--- config.mk ---
export PLATFORM = sky130hd
export DESIGN_NAME = coh_line_ctrl
export DESIGN_NICKNAME = d
export VERILOG_FILES = /design/src/rtl/coh_pkg.sv /design/src/rtl/coh_snoop_gate.sv /design/src/rtl/coh_line_fsm.sv /design/src/rtl/coh_line_ctrl.sv
export SDC_FILE = /design/constraint.sdc
export NUM_CORES = 1
export LEC_CHECK = 0
export BUFFER_PORTS_ARGS = -buffer_cell sky130_fd_sc_hd__buf_4
export CAP_MARGIN = 30
export CORE_AREA = 2 2 63 94
export DETAILED_ROUTE_END_ITERATION = 7
export DIE_AREA = 0 0 65 96
export PLACE_DENSITY_LB_ADDON = 0.25
export SYNTH_ARGS = -nofsm -noshare
export SYNTH_HDL_FRONTEND = slang
export SYNTH_SLANG_ARGS = --single-unit
--- constraint.sdc ---
create_clock -name clk -period 2.4 [get_ports clk]
set_input_delay 0.12 -clock clk [delete_from_list [all_inputs] [get_ports clk]]
set_output_delay 0.12 -clock clk [all_outputs]
set_load 0.02 [all_outputs]
--- src/rtl/coh_pkg.sv ---
package coh_pkg;

    typedef enum logic [2:0] {
        LS_INV = 3'd0,
        LS_SHR = 3'd1,
        LS_EXC = 3'd2,
        LS_OWN = 3'd3,
        LS_MOD = 3'd4
    } line_state_e;

    typedef enum logic [2:0] {
        SK_NONE    = 3'd0,
        SK_RD_SHR  = 3'd1,
        SK_RD_UNQ  = 3'd2,
        SK_RD_ONCE = 3'd3,
        SK_WR_UNQ  = 3'd4,
        SK_WR_BACK = 3'd5
    } snoop_kind_e;

    typedef enum logic [1:0] {
        LO_READ  = 2'd0,
        LO_WRITE = 2'd1,
        LO_EVICT = 2'd2,
        LO_NOP   = 2'd3
    } local_op_e;

    localparam int ATTR_W  = 4;
    localparam int MOD_BIT = 1;
    localparam int RCODE_W = 4;
    localparam int WCODE_W = 3;

    localparam logic [RCODE_W-1:0] RC_SHARED = 4'b0100;
    localparam logic [RCODE_W-1:0] RC_UNIQUE = 4'b0101;
    localparam logic [RCODE_W-1:0] RC_ONCE   = 4'b0001;
    localparam logic [WCODE_W-1:0] WC_UNIQUE = 3'b001;
    localparam logic [WCODE_W-1:0] WC_BACK   = 3'b011;

    localparam logic [1:0] DOM_NONSH = 2'b00;
    localparam logic [1:0] DOM_INNER = 2'b01;
    localparam logic [1:0] DOM_OUTER = 2'b10;
    localparam logic [1:0] DOM_BAD   = 2'b11;

    function automatic logic st_dirty(line_state_e s);
        return (s == LS_MOD) || (s == LS_OWN);
    endfunction

endpackage

--- src/rtl/coh_snoop_gate.sv ---
module coh_snoop_gate
    import coh_pkg::*;
(
    input  logic               snp_valid,
    input  logic               snp_is_write,
    input  logic [RCODE_W-1:0] snp_rd_code,
    input  logic [WCODE_W-1:0] snp_wr_code,
    input  logic [ATTR_W-1:0]  snp_attr,
    input  logic [1:0]         snp_domain,
    output logic               act,
    output logic               err,
    output snoop_kind_e        kind
);

    logic modifiable;
    logic dom_ok;
    logic unused_attr;

    assign modifiable  = snp_attr[MOD_BIT];
    assign unused_attr = ^snp_attr;
    assign dom_ok      = (snp_domain == DOM_INNER) || (snp_domain == DOM_OUTER);

    always_comb begin
        kind = SK_NONE;
        if (snp_is_write) begin
            if (snp_wr_code == WC_UNIQUE)     kind = SK_WR_UNQ;
            else if (snp_wr_code == WC_BACK)  kind = SK_WR_BACK;
        end else begin
            if (snp_rd_code == RC_SHARED)      kind = SK_RD_SHR;
            else if (snp_rd_code == RC_UNIQUE) kind = SK_RD_UNQ;
            else if (snp_rd_code == RC_ONCE)   kind = SK_RD_ONCE;
        end
    end

    assign act = snp_valid && modifiable && dom_ok && (kind != SK_NONE);
    assign err = snp_valid && modifiable && (snp_domain == DOM_BAD);


    always_comb begin
        err_excl_chk: assert (!(act && err));
    end

endmodule

--- src/rtl/coh_line_fsm.sv ---
module coh_line_fsm
    import coh_pkg::*;
(
    input  logic        clk,
    input  logic        rst_n,
    input  logic        snp_en,
    input  snoop_kind_e snp_kind,
    input  logic        loc_en,
    input  local_op_e   loc_op,
    input  logic        loc_other,
    output line_state_e state_o,
    output logic        evt_wb,
    output logic        evt_upg
);

    line_state_e state_q;
    line_state_e state_d;

    always_ff @(posedge clk) begin
        if (!rst_n) state_q <= LS_INV;
        else        state_q <= state_d;
    end

    always_comb begin
        state_d = state_q;
        if (snp_en) begin
            unique case (snp_kind)
                SK_RD_SHR: begin
                    if (state_q == LS_MOD)      state_d = LS_OWN;
                    else if (state_q == LS_EXC) state_d = LS_SHR;
                end
                SK_RD_UNQ,
                SK_WR_UNQ: state_d = LS_INV;
                default:   state_d = state_q;
            endcase
        end else if (loc_en) begin
            unique case (loc_op)
                LO_READ: begin
                    if (state_q == LS_INV) state_d = loc_other ? LS_SHR : LS_EXC;
                end
                LO_WRITE: state_d = LS_MOD;
                LO_EVICT: state_d = LS_INV;
                LO_NOP:   state_d = state_q;
            endcase
        end
    end

    always_comb begin
        evt_wb  = 1'b0;
        evt_upg = 1'b0;
        if (loc_en && !snp_en) begin
            evt_wb  = (loc_op == LO_EVICT) && st_dirty(state_q);
            evt_upg = (loc_op == LO_WRITE) &&
                      (state_q != LS_EXC) && (state_q != LS_MOD);
        end
    end

    assign state_o = state_q;


    exc_silent_mod_chk: assert property (@(posedge clk) disable iff (!rst_n)
        (loc_en && !snp_en && loc_op == LO_WRITE && state_q == LS_EXC) |=> state_q == LS_MOD);


    unq_snoop_inv_chk: assert property (@(posedge clk) disable iff (!rst_n)
        (snp_en && (snp_kind == SK_RD_UNQ || snp_kind == SK_WR_UNQ)) |=> state_q == LS_INV);


    once_snoop_hold_chk: assert property (@(posedge clk) disable iff (!rst_n)
        (snp_en && snp_kind == SK_RD_ONCE) |=> $stable(state_q));


    evict_inv_chk: assert property (@(posedge clk) disable iff (!rst_n)
        (loc_en && !snp_en && loc_op == LO_EVICT) |=> state_q == LS_INV);

endmodule

--- src/rtl/coh_line_ctrl.sv ---
module coh_line_ctrl
    import coh_pkg::*;
#(
    parameter  int NUM_LINES = 8,
    localparam int IDX_W     = (NUM_LINES > 1) ? $clog2(NUM_LINES) : 1
) (
    input  logic               clk,
    input  logic               rst_n,
    input  logic               loc_valid,
    input  logic [1:0]         loc_op,
    input  logic [IDX_W-1:0]   loc_idx,
    input  logic               loc_other_holder,
    input  logic               snp_valid,
    input  logic               snp_is_write,
    input  logic [3:0]         snp_rd_code,
    input  logic [2:0]         snp_wr_code,
    input  logic [3:0]         snp_attr,
    input  logic [1:0]         snp_domain,
    input  logic [IDX_W-1:0]   snp_idx,
    output logic               rsp_valid,
    output logic               rsp_present,
    output logic               rsp_dirty,
    output logic               rsp_supply,
    output logic               rsp_err,
    output logic               wb_req,
    output logic [IDX_W-1:0]   wb_idx,
    output logic               upg_req,
    output logic [IDX_W-1:0]   upg_idx,
    input  logic [IDX_W-1:0]   peek_idx,
    output logic [2:0]         peek_state
);

    logic        snp_act;
    logic        snp_err;
    snoop_kind_e snp_kind;

    line_state_e          line_st [NUM_LINES];
    logic [NUM_LINES-1:0] snp_en;
    logic [NUM_LINES-1:0] loc_en;
    logic [NUM_LINES-1:0] evt_wb;
    logic [NUM_LINES-1:0] evt_upg;
    line_state_e          snp_sel_st;
    line_state_e          peek_sel_st;
    local_op_e            loc_op_e;

    assign loc_op_e = local_op_e'(loc_op);

    coh_snoop_gate u_gate (
        .snp_valid    (snp_valid),
        .snp_is_write (snp_is_write),
        .snp_rd_code  (snp_rd_code),
        .snp_wr_code  (snp_wr_code),
        .snp_attr     (snp_attr),
        .snp_domain   (snp_domain),
        .act          (snp_act),
        .err          (snp_err),
        .kind         (snp_kind)
    );

    for (genvar g = 0; g < NUM_LINES; g++) begin : g_line
        assign snp_en[g] = snp_act && (snp_idx == IDX_W'(g));
        assign loc_en[g] = loc_valid && (loc_idx == IDX_W'(g)) && !snp_en[g];

        coh_line_fsm u_fsm (
            .clk       (clk),
            .rst_n     (rst_n),
            .snp_en    (snp_en[g]),
            .snp_kind  (snp_kind),
            .loc_en    (loc_en[g]),
            .loc_op    (loc_op_e),
            .loc_other (loc_other_holder),
            .state_o   (line_st[g]),
            .evt_wb    (evt_wb[g]),
            .evt_upg   (evt_upg[g])
        );
    end

    always_comb begin
        snp_sel_st  = LS_INV;
        peek_sel_st = LS_INV;
        for (int i = 0; i < NUM_LINES; i++) begin
            if (snp_idx == IDX_W'(i))  snp_sel_st  = line_st[i];
            if (peek_idx == IDX_W'(i)) peek_sel_st = line_st[i];
        end
    end

    assign peek_state = peek_sel_st;

    always_ff @(posedge clk) begin
        if (!rst_n) begin
            rsp_valid   <= 1'b0;
            rsp_present <= 1'b0;
            rsp_dirty   <= 1'b0;
            rsp_supply  <= 1'b0;
            rsp_err     <= 1'b0;
            wb_req      <= 1'b0;
            wb_idx      <= '0;
            upg_req     <= 1'b0;
            upg_idx     <= '0;
        end else begin
            rsp_valid   <= snp_valid;
            rsp_present <= snp_act && (snp_sel_st != LS_INV);
            rsp_dirty   <= snp_act && st_dirty(snp_sel_st);
            rsp_supply  <= snp_act && st_dirty(snp_sel_st) && (snp_kind != SK_WR_BACK);
            rsp_err     <= snp_err;
            wb_req      <= |evt_wb;
            wb_idx      <= loc_idx;
            upg_req     <= |evt_upg;
            upg_idx     <= loc_idx;
        end
    end


    rsp_follows_snp_chk: assert property (@(posedge clk) disable iff (!rst_n)
        snp_valid |=> rsp_valid);


    rsp_quiet_chk: assert property (@(posedge clk) disable iff (!rst_n)
        !snp_valid |=> !rsp_valid);


    dirty_needs_present_chk: assert property (@(posedge clk) disable iff (!rst_n)
        rsp_dirty |-> rsp_present);


    supply_needs_dirty_chk: assert property (@(posedge clk) disable iff (!rst_n)
        rsp_supply |-> rsp_dirty);


    err_no_flags_chk: assert property (@(posedge clk) disable iff (!rst_n)
        rsp_err |-> !rsp_present);


    one_local_evt_chk: assert property (@(posedge clk) disable iff (!rst_n)
        $countones({wb_req, upg_req}) <= 1);

endmodule

# ---- After elaboration in Yosys (flattened, before gate mapping)
# Cells that the tools add are included.
dict set report op_classes {
  n_eq_ne 110
  mul 0
  n_bitwise 0
  reduce_logical 114
  n_div 0
  shifts 0
  addsub 0
  muxes 95
  n_lt_le_gt_ge 0
}
# op count
set op_table {}
lappend op_table {{$mux W3} 61}
lappend op_table {{$eq A3 B2 Y1 const B} 25}
lappend op_table {{$pmux W3 S3} 8}
lappend op_table {{$eq A3 B3 Y1 const B} 22}
lappend op_table {{$logic_and A1 B1 Y1} 63}
lappend op_table {{$ne A3 B3 Y1 const B} 17}
lappend op_table {{$pmux W3 S2} 8}
lappend op_table {{$reduce_and A5 Y1} 8}
lappend op_table {{$logic_not A3 Y1} 11}
lappend op_table {{$ne A4 B4 Y1 const B} 8}
lappend op_table {{$ne A3 B1 Y1 const B} 8}
lappend op_table {{$ne A3 B2 Y1 const B} 8}
lappend op_table {{$mux W1} 16}
lappend op_table {{$ne A2 B1 Y1 const B} 8}
lappend op_table {{$reduce_bool A2 Y1} 8}
lappend op_table {{$reduce_or A8 Y1} 2}
lappend op_table {{$eq A3 B1 Y1 const B} 5}
lappend op_table {{$logic_or A1 B1 Y1} 10}
lappend op_table {{$eq A2 B2 Y1 const B} 4}
lappend op_table {{$eq A4 B3 Y1 const B} 2}
lappend op_table {{$logic_not A1 Y1} 8}
lappend op_table {{$reduce_bool A3 Y1} 2}
lappend op_table {{$eq A2 B1 Y1 const B} 2}
lappend op_table {{$eq A4 B1 Y1 const B} 1}
lappend op_table {{3 further kinds} 4}
dict set report word_totals {
  latch_bits 0
  in_bits 30
  regBits 34
  mem_count 0
  word_cells 335
  ramBits 0
  output_inout_bits 16
  romBits 0
}

# ---- Logic depth before layout (Yosys ltp)
# Gate-level depths: netlist of run 1.
dict set report depth {
  word_depth 13
  depth_mapped 8
  mapped_depth_nobuf 7
}

# ---- Modules after synthesis
# From an unflattened synthesis of run 1, not the netlist that was laid out.
dict set report unflattened {
  cells_unflattened 380
  hier_area_um2 3470.8
}
# mod cells_each area_per_inst_um2 seq_area_each_um2 instances
set by_module_without_submodules {}
lappend by_module_without_submodules {coh_line_fsm 34 302.8 60.1 8}
lappend by_module_without_submodules {coh_line_ctrl 97 958.4 200.2 1}
lappend by_module_without_submodules {coh_snoop_gate 11 90.1 0.0 1}

# ---- Least setup slack after synthesis of run 1
# Ideal clock, no wire load.
dict set report synth_timing {
  kind {input-to-reg}
  from {input snp_domain[0]}
  to {register upg_req}
  n_path_buf 0
  setup_ns 0.136
  cell_stages 6
  arrival_time_ns 1.643
  slack_ns 0.621
  required_time_ns 2.264
  path_cell_list {ha_1 > nand2b_1 > or4_4 > o221a_2 > nor4_1 > a41oi_1}
}
dict set report synth_via {
  elab_chain_len 10
  elab_cells_between_ends 46
  cone_classes {eq/ne (2); mux (8); reduce/logical (36)}
}
# element line_no
set synth_rtl {}
lappend synth_rtl {{from (decl)} coh_line_ctrl.sv:18} ;# input logic [1:0] snp_domain,
lappend synth_rtl {{$eq A2 B1 Y1 / $eq A2 B2 Y1 (equally long branches)} coh_snoop_gate.sv:21} ;# assign dom_ok = (snp_domain == DOM_INNER) || (snp_domain == DOM_OUTER);
lappend synth_rtl {{$logic_or A1 B1 Y1 (*)} coh_snoop_gate.sv:21}
lappend synth_rtl {{$logic_and A1 B1 Y1 (*) (2 in series)} coh_snoop_gate.sv:35} ;# assign act = snp_valid && modifiable && dom_ok && (kind != SK_NONE);
lappend synth_rtl {{$logic_and A1 B1 Y1} coh_line_ctrl.sv:61} ;# assign snp_en[g] = snp_act && (snp_idx == IDX_W'(g));
lappend synth_rtl {{$logic_not A1 Y1} {coh_line_fsm.sv:51, coh_line_ctrl.sv:62}}
lappend synth_rtl {{$logic_and A1 B1 Y1} coh_line_ctrl.sv:62} ;# assign loc_en[g] = loc_valid && (loc_idx == IDX_W'(g)) && !snp_en[g];
lappend synth_rtl {{$logic_and A1 B1 Y1} coh_line_fsm.sv:51} ;# if (loc_en && !snp_en) begin
lappend synth_rtl {{$mux W1} coh_line_fsm.sv:51}
lappend synth_rtl {{$reduce_or A8 Y1 (*)} coh_line_ctrl.sv:108} ;# upg_req <= |evt_upg;
lappend synth_rtl {{to (signal assigned)} coh_line_ctrl.sv:108}
lappend synth_rtl {{to (decl)} coh_line_ctrl.sv:27} ;# output logic upg_req,
# Every way passes the cells marked *; elsewhere a longest branch is shown, timed or not.
# A chain may end at the register's enable or synchronous reset.

# ---- Worst setup path after layout of run 1
# Same ends and word-level chain as after synthesis.

==> results.md, run 1 <==
* # hold bufs at CTS at 0
* GRT Util Overall at 29.21%
* Syn. warnings at 0
* Hold Crit Class: in2reg
* Skew final at 0.007299 ns
* Clk root buf: clkbuf_8
* Worst setup SP type: input pin
* Outcome: completed
* Ratio of cells with drive above 1 in the final layout at a little over a fifth
* ANT cells at 0
* Count leader, synth: nand2_1
* DRC viols at 0
* Worst slew pin tran at roughly 0.67 ns
* Flop pwr share at 44.9%
* Clk buf depth at 2
* WHS at about 0.11 ns
* Combinational power share at between 20% and 30%
* First-pass GRT wire length at between 10000 and 15000 µm
* Die area at ~6200 µm²
* Wire length per cell at approximately 20 µm
* Pin count of the biggest net entering global routing at 32
* ANT nets after route at 0
* Post-Syn Area at around 2900 µm²
* TritonCTS clock tree: yes
* EDFF count, synth at 0
* Starting Density at approximately 54%
* GRT overflow at 0
* Num CTS Buffers at 5
* DR iter-0 viols at 294
* Total number of vias at roughly 3100
* Max incr delay on CP at approximately 0.47 ns
* CTS clock-pin slew for the worst setup and hold paths at 0.07 ns
* Pint at about 0.00092 W
* Synth area leader: dfxtp_1
* Crit end category: flip-flop
* Seq cells post-synth at 34
* Top cells by area, synth: dfxtp_1, mux4_2, nand2_1
* Worst-path cell with the longest stage delay: or4_4
* Avg Cell Area, Syn at a little over 8 µm²
* Synth async-reset ratio at 0%
* Core ar. at about 5400 µm²
* Port Buffers at 42
* Switching component of the power at between 0.0004 and 0.0005 W
* CP top delay family: simple AND/OR/NAND/NOR gates
* Distinct cell type count after synthesis at 67
* Final hold violations at 0
* Layout fillers at about 520
* FP Rows at 33
* Final Util at 61.62%
* Initial DRT Pass Iterations at 6
* Final period util at 74.77%
* Top_reg_cell synth: dfxtp_1
* Initial antenna violation count at 0
* Worst skew pair latency at 0.29 ns
* DR vias/cell at roughly 7
* Overall die height at 96 µm
* Max Cap Viol at 0
* CTS-repair resized insts at 0
* Layout area overhead at 15.13%
* Critical Path Fanout Max at 5
* Sum of negative setup slack at 0 ns
* Number of global-route vias before repair at about 2900
* Max VDD drop at a little over 0.0002 V
* Fmax at 0.5573 GHz
* Post-CTS setup buffer count at 0
* Sequential element share of the synthesized area at a little under a quarter
* Switching Fraction at a little under a third
* Cells along the critical path: buf_4 > ha_1 > nand2b_1 > or4_4 > o221a_2 > nor4_1 > a41oi_1
* Clock period minus worst slack at between 1.5 and 2 ns
* Clock sinks at 34
* Clk network pwr share at roughly a third
* I/O pins at 46
* Commonest cells in the netlist: nand2_1, dfxtp_1, nor2_1
* Slew Viols, Final at 0
* Worst Path Required at about 2.6 ns
* Synthesized Nets at roughly 380
* Buf/Inv on CP at 1
* Cell Pwr Density at 397.1 nW/µm²
* Crit Path Category: in2reg
* Routability congestion estimate at about 1
* Yosys top cell area share at about a quarter
* Maximum level of the CTS H-tree at 2
* Die Width at 65 µm
* Routed wire length at between 9000 and 10000 µm
* Detailed placer's ending HPWL at between 6000 and 7000 µm
* Leakage at 1.222 nW
* Setup repair after global routing missed its margin: no
* Fin nets at between 400 and 500
* Slew headroom at a little under three fifths
* CP arrival at a little under 2 ns
* Synth Instances at about 350
* Setup Viol. Count Final at 0
## per-layer routing
metal  routed length, µm  GRT usage (%)
met1                3240          31.78
met2                4415          51.20
met3                 773          5.263
met4                 600          19.68
met5                   0              0
## sequential cells by signal, summed over array words and instances, names as in the netlist
name and cells:
upg_req 1, g_line.u_fsm.state_o 24, rsp_err 1, rsp_valid 1, rsp_supply 1, upg_idx 3, wb_req 1, rsp_dirty 1
rsp_present 1
## cells in the final DEF (no fill, tap or decap), types with 6 or more instances in the layout
| cell type | n |
|---|---|
| o211ai_1 | 7 |
| or3_1 | 8 |
| clkbuf_8 | 6 |
| a211oi_1 | 6 |
| nor2_1 | 21 |
| nand2_1 | 37 |
| buf_4 | 49 |
| xnor2_1 | 7 |
| nand2b_1 | 7 |
| a22oi_1 | 6 |
| inv_1 | 6 |
| o32ai_1 | 7 |
| mux2i_1 | 12 |
| a21oi_1 | 17 |
| o21ai_0 | 17 |
| mux4_2 | 8 |
| dfxtp_1 | 34 |
| nand3_1 | 12 |
| o31ai_1 | 8 |
## metrics by stage
step	total power, W	cell area (µm²)	setup slack (ns)	cells
after CTS	0.001322	3333	0.6311	453
after detailed placement	0.0008837	3242	0.3575	445
after global placement	0.0008805	3242	0.3510	445
after global routing	0.001375	3333	0.5388	453
after floorplan	0.0007731	2895	0.6209	348
final	0.001324	3333	0.6055	453
## power by group through the flow
| stage | clock network [W] | logic, W | registers (W) |
|---|---|---|---|
| 2_1_floorplan | 0 | 0.000169 | 0.000604 |
| 3_3_place_gp | 0 | 0.000275 | 0.000605 |
| 3_5_place_dp | 0 | 0.000278 | 0.000606 |
| 4_1_cts | 0.000450 | 0.000279 | 0.000593 |
| 5_1_grt | 0.000478 | 0.000302 | 0.000594 |
| 6_report | 0.000444 | 0.000286 | 0.000594 |
## final cells by class
class / instances / area, µm² / area share (%)
sequential: 34 / 680.7 / 20.42
inverter: 6 / 22.52 / 0.6757
multi-input combinational: 286 / 2083 / 62.50
clock buffer: 7 / 86.33 / 2.590
timing repair buffer: 49 / 367.9 / 11.04
clock inverter: 1 / 5.005 / 0.1502
tap: 70 / 87.58 / 2.628
## worst paths after layout
| path | slack (ns) | end | start | depth (start not counted) |
|---|---|---|---|---|
| worst max-delay path | 0.61 | upg_req$_SDFF_PN0_ | snp_domain[0] | 7 |
| worst min-delay path | 0.11 | rsp_valid$_SDFF_PN0_ | snp_valid | 2 |
| worst max register to register | 0.69 | wb_req$_SDFF_PN0_ | g_line[4].u_fsm.state_o[2]$_SDFFE_PN0P_ | 5 |
| worst min register to register | 0.54 | g_line[5].u_fsm.state_o[2]$_SDFFE_PN0P_ | g_line[5].u_fsm.state_o[2]$_SDFFE_PN0P_ | 2 |
## cell families after synthesis
group                      share of synthesized area (%)
adders and majority gates                          2.161
and+or+nand+nor                                    27.70
DFF                                                23.51
AOI/OAI and AO/OA                                  27.74
buffers and inverters                              4.537
muxes                                              11.93
xor gates and xnor gates                           2.420
(Power assumes the default switching activity.)
==> inputs of run 2 (changes only) <==
Settings changed: ABC_AREA set to 1, CORE_AREA 2 2 63 94 to 2 2 64 96, DIE_AREA 0 0 65 96 to 0 0 66 98.
Clock period 2.4 ns to 1.65 ns, I/O delays scaled along.
==> results.md, run 2 <==
* Outcome: completed
* Initial DRT Pass Iterations at 5 (-1)
* GRT Util Overall at 28.08% (-1.1 points)
* Worst skew pair latency at 0.29 ns (about the same)
* Total number of vias at 3466 (+12%)
* Cell Pwr Density at 559.7 nW/µm² (+41%)
* CP arrival at 1.51 ns (-0.43 ns)
* Synth Instances at 489 (+41%)
* # hold bufs at CTS at 0 (unchanged)
* Seq cells post-synth at 34 (unchanged)
* Dpl cells at 602 (+35%)
* First-pass GRT wire length at 14120 µm (+1.5%)
* Synth async-reset ratio at 0% (unchanged)
* Syn. warnings at 0 (unchanged)
* Synthesized Nets at 524 (+37%)
* Hold Crit Class: in2reg
* Worst Path Required at 1.57 ns (-0.98 ns)
* Worst-path cell with the longest stage delay: dfxtp_4
* Crit end category: output port
* Synth area leader: dfxtp_1
* Buf/Inv on CP at 1 (unchanged)
* Pin count of the biggest net entering global routing at 15 (-53%)
* DR iter-0 viols at 224 (-24%)
* Core ar. at 5700 µm² (+5.4%)
* Sequential element share of the synthesized area at 24.13% (+0.63 points)
* Ratio of cells with drive above 1 in the final layout at 16.45% (-5.0 points)
* Fmax at around 0.63 GHz
* Worst slew pin tran at 0.5168 ns (-0.1539 ns)
* Crit Path Category: reg2out
* Setup Viol. Count Final at 0 (unchanged)
* Die Width at 66 µm (+1.5%)
* DR vias/cell at 5.654 (-18%)
* Number of flip-flops in the largest register at 24 (unchanged)
* Routability congestion estimate at 0.9837 (+1.2%)
* Initial antenna violation count at 0 (unchanged)
* Register cell area after layout at 695.7 µm² (+2.2%)
* GRT overflow at 0 (unchanged)
* Overall die height at 98 µm (+2.1%)
* WHS at 0.002808 ns (-0.1023 ns)
* Distinct cell type count after synthesis at 27 (-60%)
* Most common cell after layout, fill and taps aside: nand2_1
* Multi-input gate area at 1867 µm² (-10%)
* Avg Cell Area, Syn at 5.767 µm² (-31%)
* Starting Density at 49.47% (-4.1 points)
* Fin nets at 575 (+38%)
* Number of global-route vias before repair at 3153 (+10%)
* Slew Viols, Final at 0 (unchanged)
* Setup repair after global routing missed its margin: yes
* Top_reg_cell synth: dfxtp_1
* Sum of negative setup slack at 0 ns (unchanged)
* Num CTS Buffers at 5 (unchanged)
* Skew final at 0.004803 ns (-0.002496 ns)
* Worst hold stages at 3 (+1)
* I/O pins at 46 (unchanged)
* Slew headroom at 65.28% (+10 points)
* EDFF count, synth at 0 (unchanged)
* Max Cap Viol at 0 (unchanged)
* Maximum level of the CTS H-tree at 2 (unchanged)
* Leakage at 1.621 nW (+33%)
* CP top delay family: compound AO/OA/AOI/OAI gates
* Post-layout power at 0.001908 W (+44%)
* Post-Syn Area at 2820 µm² (-2.6%)
* DRC viols at 0 (unchanged)
* Clk buf depth at 2 (unchanged)
* ANT nets after route at 0 (unchanged)
* Worst setup SP type: flip-flop
* Count leader, synth: nand2_1
* Cells along the critical path: nand4_1 > o21ai_1 > a21oi_1 > o21ai_1 > a221oi_2 > nand3_1 > buf_6
* FP Rows at 34 (+3.0%)
* Wire length per cell at 14.21 µm (-29%)
* TritonCTS clock tree: yes
* CP Depth at 7 (unchanged)
* Routed wire length at 8711 µm (-3.5%)
* Final period util at just under 100%
* Die area at 6468 µm² (+3.7%)
* Top cells by area, synth: dfxtp_1, nand2_1, nand3_1
* CTS clock-pin slew for the worst setup and hold paths at 0.07 ns (about the same)
* Layout area overhead at 20.90%
* Detailed placer's ending HPWL at 6725 µm (about the same)
* Clock sinks at 34 (unchanged)
* Layout fillers at 577 (+10%)
* ANT cells at 0 (unchanged)
* Layout Cells excl Fill at 613 (+35%)
* Max incr delay on CP at 0.37 ns (-0.10 ns)
* Worst reg-to-reg path cell count at 6 (+1)
* Critical path's most frequent cell: o21ai_1
* Max VDD drop at 0.0002851 V (+39%)
* Final hold violations at 0 (unchanged)
* Critical Path Fanout Max at 6 (+1)
* Clock period minus worst slack at 1.597 ns
* Port Buffers at 42 (unchanged)
* Most frequent cells in the layout: nand2_1, nand3_1, nor2_1, inv_1, buf_4
* Yosys top cell area share at 24.13% (+0.63 points)
* Commonest cells in the netlist: nand2_1, nand3_1, nor2_1
* Clk root buf: clkbuf_8
-- run 2: cell families after synthesis --
kind of cell / Yosys count / share of synthesized area, %
AND/OR/NAND/NOR: 303 / 48.80
buffers and inverters: 74 / 10.60
AO/OA/AOI/OAI: 73 / 14.24
flip-flops: 34 / 24.13
adder cells (fa/ha/maj): 5 / 2.218
-- run 2: stage by stage --
stage / area [µm²] / utilization (%) / worst slack [ns]
finish: 3410 / 59.81 / 0.05270
global route: 3410 / 59.81 / -0.01780
CTS: 3362 / 58.98 / 0.001851
detailed placement: 3238 / 56.80 / 0.04583
global placement: 3238 / 56.80 / 0.06577
floorplan: 2820 / - / 0.3913
-- run 2: area by class of cell --
| cell class | count | share of cell area, % |
|---|---|---|
| clock buffers | 7 | 2.532 |
| inverters | 63 | 7.083 |
| flip-flops and latches | 34 | 20.40 |
| repair buffers | 55 | 12.44 |
| multi-input cells | 381 | 54.75 |
| well taps | 72 | 2.642 |
| clock inverters | 1 | 0.1468 |
-- run 2: final timing paths --
check / slack [ns] / startpoint / endpoint
worst max register to register: 0.20 / g_line[6].u_fsm.state_o[2]$_SDFFE_PN0P_ / g_line[6].u_fsm.state_o[1]$_SDFFE_PN0P_
worst max-delay path: 0.05 / g_line[1].u_fsm.state_o[1]$_SDFFE_PN0P_ / peek_state[1]
worst min-delay path: 0.003 / loc_idx[2] / upg_idx[2]$_SDFF_PN0_
worst min register to register: 0.54 / g_line[3].u_fsm.state_o[2]$_SDFFE_PN0P_ / g_line[3].u_fsm.state_o[2]$_SDFFE_PN0P_
-- run 2: timing repair --
item                                    4_1_cts  5_1_grt
endpoints found under the setup margin        3        3
resized for setup                            15       11
setup buffers                                 1        2
pin swaps                                     5        6
-- run 2: tightest hold or removal path: cells and delay by family --
family	cells	cell delay, ns
simple gates	1	0.05
buf+inv	2	0.13
-- run 2: report_power, final --
part	internal, W	leakage, nW	total, W	switching [W]
Clock	0.000337	0.0482	0.000659	0.000322
Combinational	0.000147	1.29	0.000399	0.000252
Sequential	0.000832	0.279	0.000850	0.0000183
Total	0.00132	1.62	0.00191	0.000592
-- run 2: routing by layer --
| metal | share of wire, % | up-vias | GRT usage (%) |
|---|---|---|---|
| li1 | - | 1736 | - |
| met1 | 38 | 1515 | 31.71 |
| met2 | 48 | 168 | 46.62 |
| met3 | 7.2 | 47 | 5.300 |
| met4 | 7.4 | 0 | 19.00 |
| met5 | 0 | - | 0 |
==> inputs of run 3 (changes only) <==
Settings changed: CORE_AREA 2 2 64 96 to 2 2 63 95, CTS_BUF_LIST set to sky130_fd_sc_hd__clkbuf_2, DIE_AREA 0 0 66 98 to 0 0 65 97.
==> results.md, run 3 (synthesis gave the netlist of run 2 again) <==
* Outcome: finished, violations left
* Violated checks: setup timing
* DR iter-0 viols at 252 (+13%)
* CP arrival at 1.65 ns (+0.14 ns)
* Max VDD drop at 0.0004044 V (+42%)
* TritonCTS clock tree: yes
* Combinational power share at 25.2% (+4.3 points)
* Cell Pwr Density at 491.8 nW/µm² (-12%)
* I/O pins at 46 (unchanged)
* Clock sinks at 34 (unchanged)
* Core ar. at 5409 µm² (-5.1%)
* Final hold violations at 0 (unchanged)
* R2R Path Start: g_line[4].u_fsm.state_o[1]$_SDFFE_PN0P_
* Flop pwr share at 49.7% (+5.1 points)
* Slew Viols, Final at 0 (unchanged)
* Hold Crit Endpoint: rsp_err$_SDFF_PN0_
* Clk root buf: clkbuf_2
* ANT nets after route at 0 (unchanged)
* Wire length per cell at 15.96 µm (+12%)
* Max Cap Viol at 0 (unchanged)
* Final Util at 64.79% (+5.0 points)
* Detailed placer's ending HPWL at 7447 µm (+11%)
* Number of flip-flops in the largest register at 24 (unchanged)
* ANT cells at 0 (unchanged)
* Starting Density at 52.14% (+2.7 points)
* HP Start: snp_domain[1]
* CP startpoint: g_line[1].u_fsm.state_o[1]$_SDFFE_PN0P_
* Skew final at 0.01674 ns (+0.01194 ns)
* Clk buf depth at 2 (unchanged)
* Worst setup SP type: flip-flop
* GRT overflow at 0 (unchanged)
* Clk network pwr share at 25.1% (-9.4 points)
* Worst hold stages at 4 (+1)
* Worst Path Required at 1.57 ns (about the same)
* Total number of vias at 3548 (+2.4%)
* Setup Viol. Count Final at 3 (+3)
* Switching Fraction at 36.12% (+5.1 points)
* Clock period minus worst slack at 1.737 ns (+0.1392 ns)
* DR vias/cell at 5.668 (+0.24%)
* Crit end category: output port
* Leakage at 1.682 nW (+3.7%)
* Routability congestion estimate at 0.9612 (-2.3%)
* Crit Path Category: reg2out
* Port Buffers at 42 (unchanged)
* GRT Max-Usage Layer: met2
* Num CTS Buffers at 5 (unchanged)
* Worst reg-to-reg path cell count at 7 (+1)
* Maximum level of the CTS H-tree at 2 (unchanged)
* Overall die height at 97 µm (-1.0%)
* Pin count of the biggest net entering global routing at 19 (+4)
* Final period util at 105.2% (+8.4 points)
* Hold Crit Class: in2reg
* Setup repair after global routing missed its margin: yes
* Fmax at 0.5759 GHz (-8.0%)
* DRC viols at 0 (unchanged)
* WHS at 0.03146 ns (+0.02865 ns)
* Fin nets at 590 (+2.6%)
* Initial antenna violation count at 0 (unchanged)
* FP Rows at 33 (-2.9%)
* GRT Util Overall at 32.71% (+4.6 points)
* Most frequent cells in the layout: nand2_1, nand3_1, buf_4, nor2_1, inv_1
* R2R Setup Slk at 0.15 ns (-0.05 ns)
* R2r endpoint: g_line[4].u_fsm.state_o[0]$_SDFFE_PN0P_
* Final setup margin at -0.08650 ns (-0.1392 ns)
* Critical Path Fanout Max at 2 (-4)
* Pint at 0.001101 W (-16%)
* Ratio of cells with drive above 1 in the final layout at 19.24% (+2.8 points)
* Number of global-route vias before repair at 3482 (+10%)
* Switching component of the power at 0.0006226 W (+5.1%)
* Met1 Use GR at 34.53% (+2.8 points)
* Die area at 6305 µm² (-2.5%)
* Routed wire length at 9992 µm (+15%)
* First-pass GRT wire length at 15890 µm (+13%)
* Met3 GRT Util at 5.465% (+0.17 points)
* Most common cell after layout, fill and taps aside: nand2_1
* Worst slew pin tran at 0.5237 ns (+0.006901 ns)
* Slew headroom at 64.82% (-0.46 points)
* CTS clock-pin slew for the worst setup and hold paths at 0.21 ns (+0.14 ns)
* Worst skew pair latency at 0.41 ns (+0.12 ns)
* Initial DRT Pass Iterations at 5 (unchanged)
* Layout area overhead at 24.27%
* Met2 usage at 57.57% (+11 points)
* Die Width at 65 µm (-1.5%)
==> run 3: changes by cell type in the layout (fill, tap and decap cells not counted), moves of 2 or more <==
cell           previous run  this run
clkbuf_2                  0         5
dfxtp_1                  30        25
dlygate4sd3_1             0         7
nand3_1                  75        73
buf_4                    52        60
dfxtp_4                   4         2
nand3_2                   1         3
clkbuf_8                  6         0
dfxtp_2                   0         7
==> run 3: power groups by stage <==
stage          logic [W]  clock network [W]  registers [W]
4_1_cts         0.000423           0.000431       0.000855
5_1_grt         0.000474           0.000473       0.000859
3_5_place_dp    0.000397                  0       0.000874
3_3_place_gp    0.000393                  0       0.000874
2_1_floorplan   0.000229                  0       0.000878
6_report        0.000435           0.000433       0.000856
==> run 3: metrics by stage <==
stage / std cells / cell area, µm² / worst slack (ns) / setup TNS, ns / total power [W]
final: 626 / 3505 / -0.08650 / -0.1897 / 0.001724
after global routing: 626 / 3505 / -0.1783 / -0.5071 / 0.001806
after CTS: 625 / 3472 / -0.1099 / -0.3016 / 0.001709
after detailed placement: 605 / 3273 / -0.001316 / -0.001316 / 0.001272
after global placement: 605 / 3273 / 0.02860 / 0 / 0.001266
after floorplan: 489 / 2820 / 0.3913 / 0 / 0.001107
==> run 3: repair_timing <==
item                                   CTS  global route
pin swaps                                5             7
gates resized for setup                 24            10
setup endpoints to repair                3             7
cloned                                   0             0
hold buffers                             7             0
endpoints found under the hold margin    9             0
setup buffers                            5             1
==> run 3: worst max path at each step <==
stage                                                         end  slack [ns]  cells past startpoint
after detailed placement  g_line[5].u_fsm.state_o[1]$_SDFFE_PN0P_      -0.001                     10
after global placement    g_line[3].u_fsm.state_o[1]$_SDFFE_PN0P_        0.03                      9
after floorplan           g_line[2].u_fsm.state_o[0]$_SDFFE_PN0P_        0.39                      8
after global routing                                peek_state[2]       -0.18                      7
after CTS                                           peek_state[0]       -0.11                      7
final                                               peek_state[1]       -0.09                      7
==> run 3: final cells by class <==
cell class                      instances  area [µm²]
Clock buffer                            5       25.02
Clock inverter                          3       16.27
Fill cell                             529        1904
Inverter                               63       241.5
Multi-Input combinational cell        381        1883
Sequential cell                        34       696.9
Tap cell                               70       87.58
Timing Repair Buffer                   70       554.3
==> run 3: per-layer routing <==
layer  routed length, µm  vias to the layer above
met1                3786                     1594
met5                   0                        -
met4                 584                        0
met3                 523                       45
met2                5098                      144
li1                    -                     1765
==> run 3: worst max-delay path: stages (launching register included) <==
cell	delay, ns
dfxtp_4	0.39
nand4_1	0.08
o21ai_1	0.06
a21oi_1	0.14
o21ai_1	0.11
a221oi_2	0.19
nand3_1	0.13
buf_6	0.15
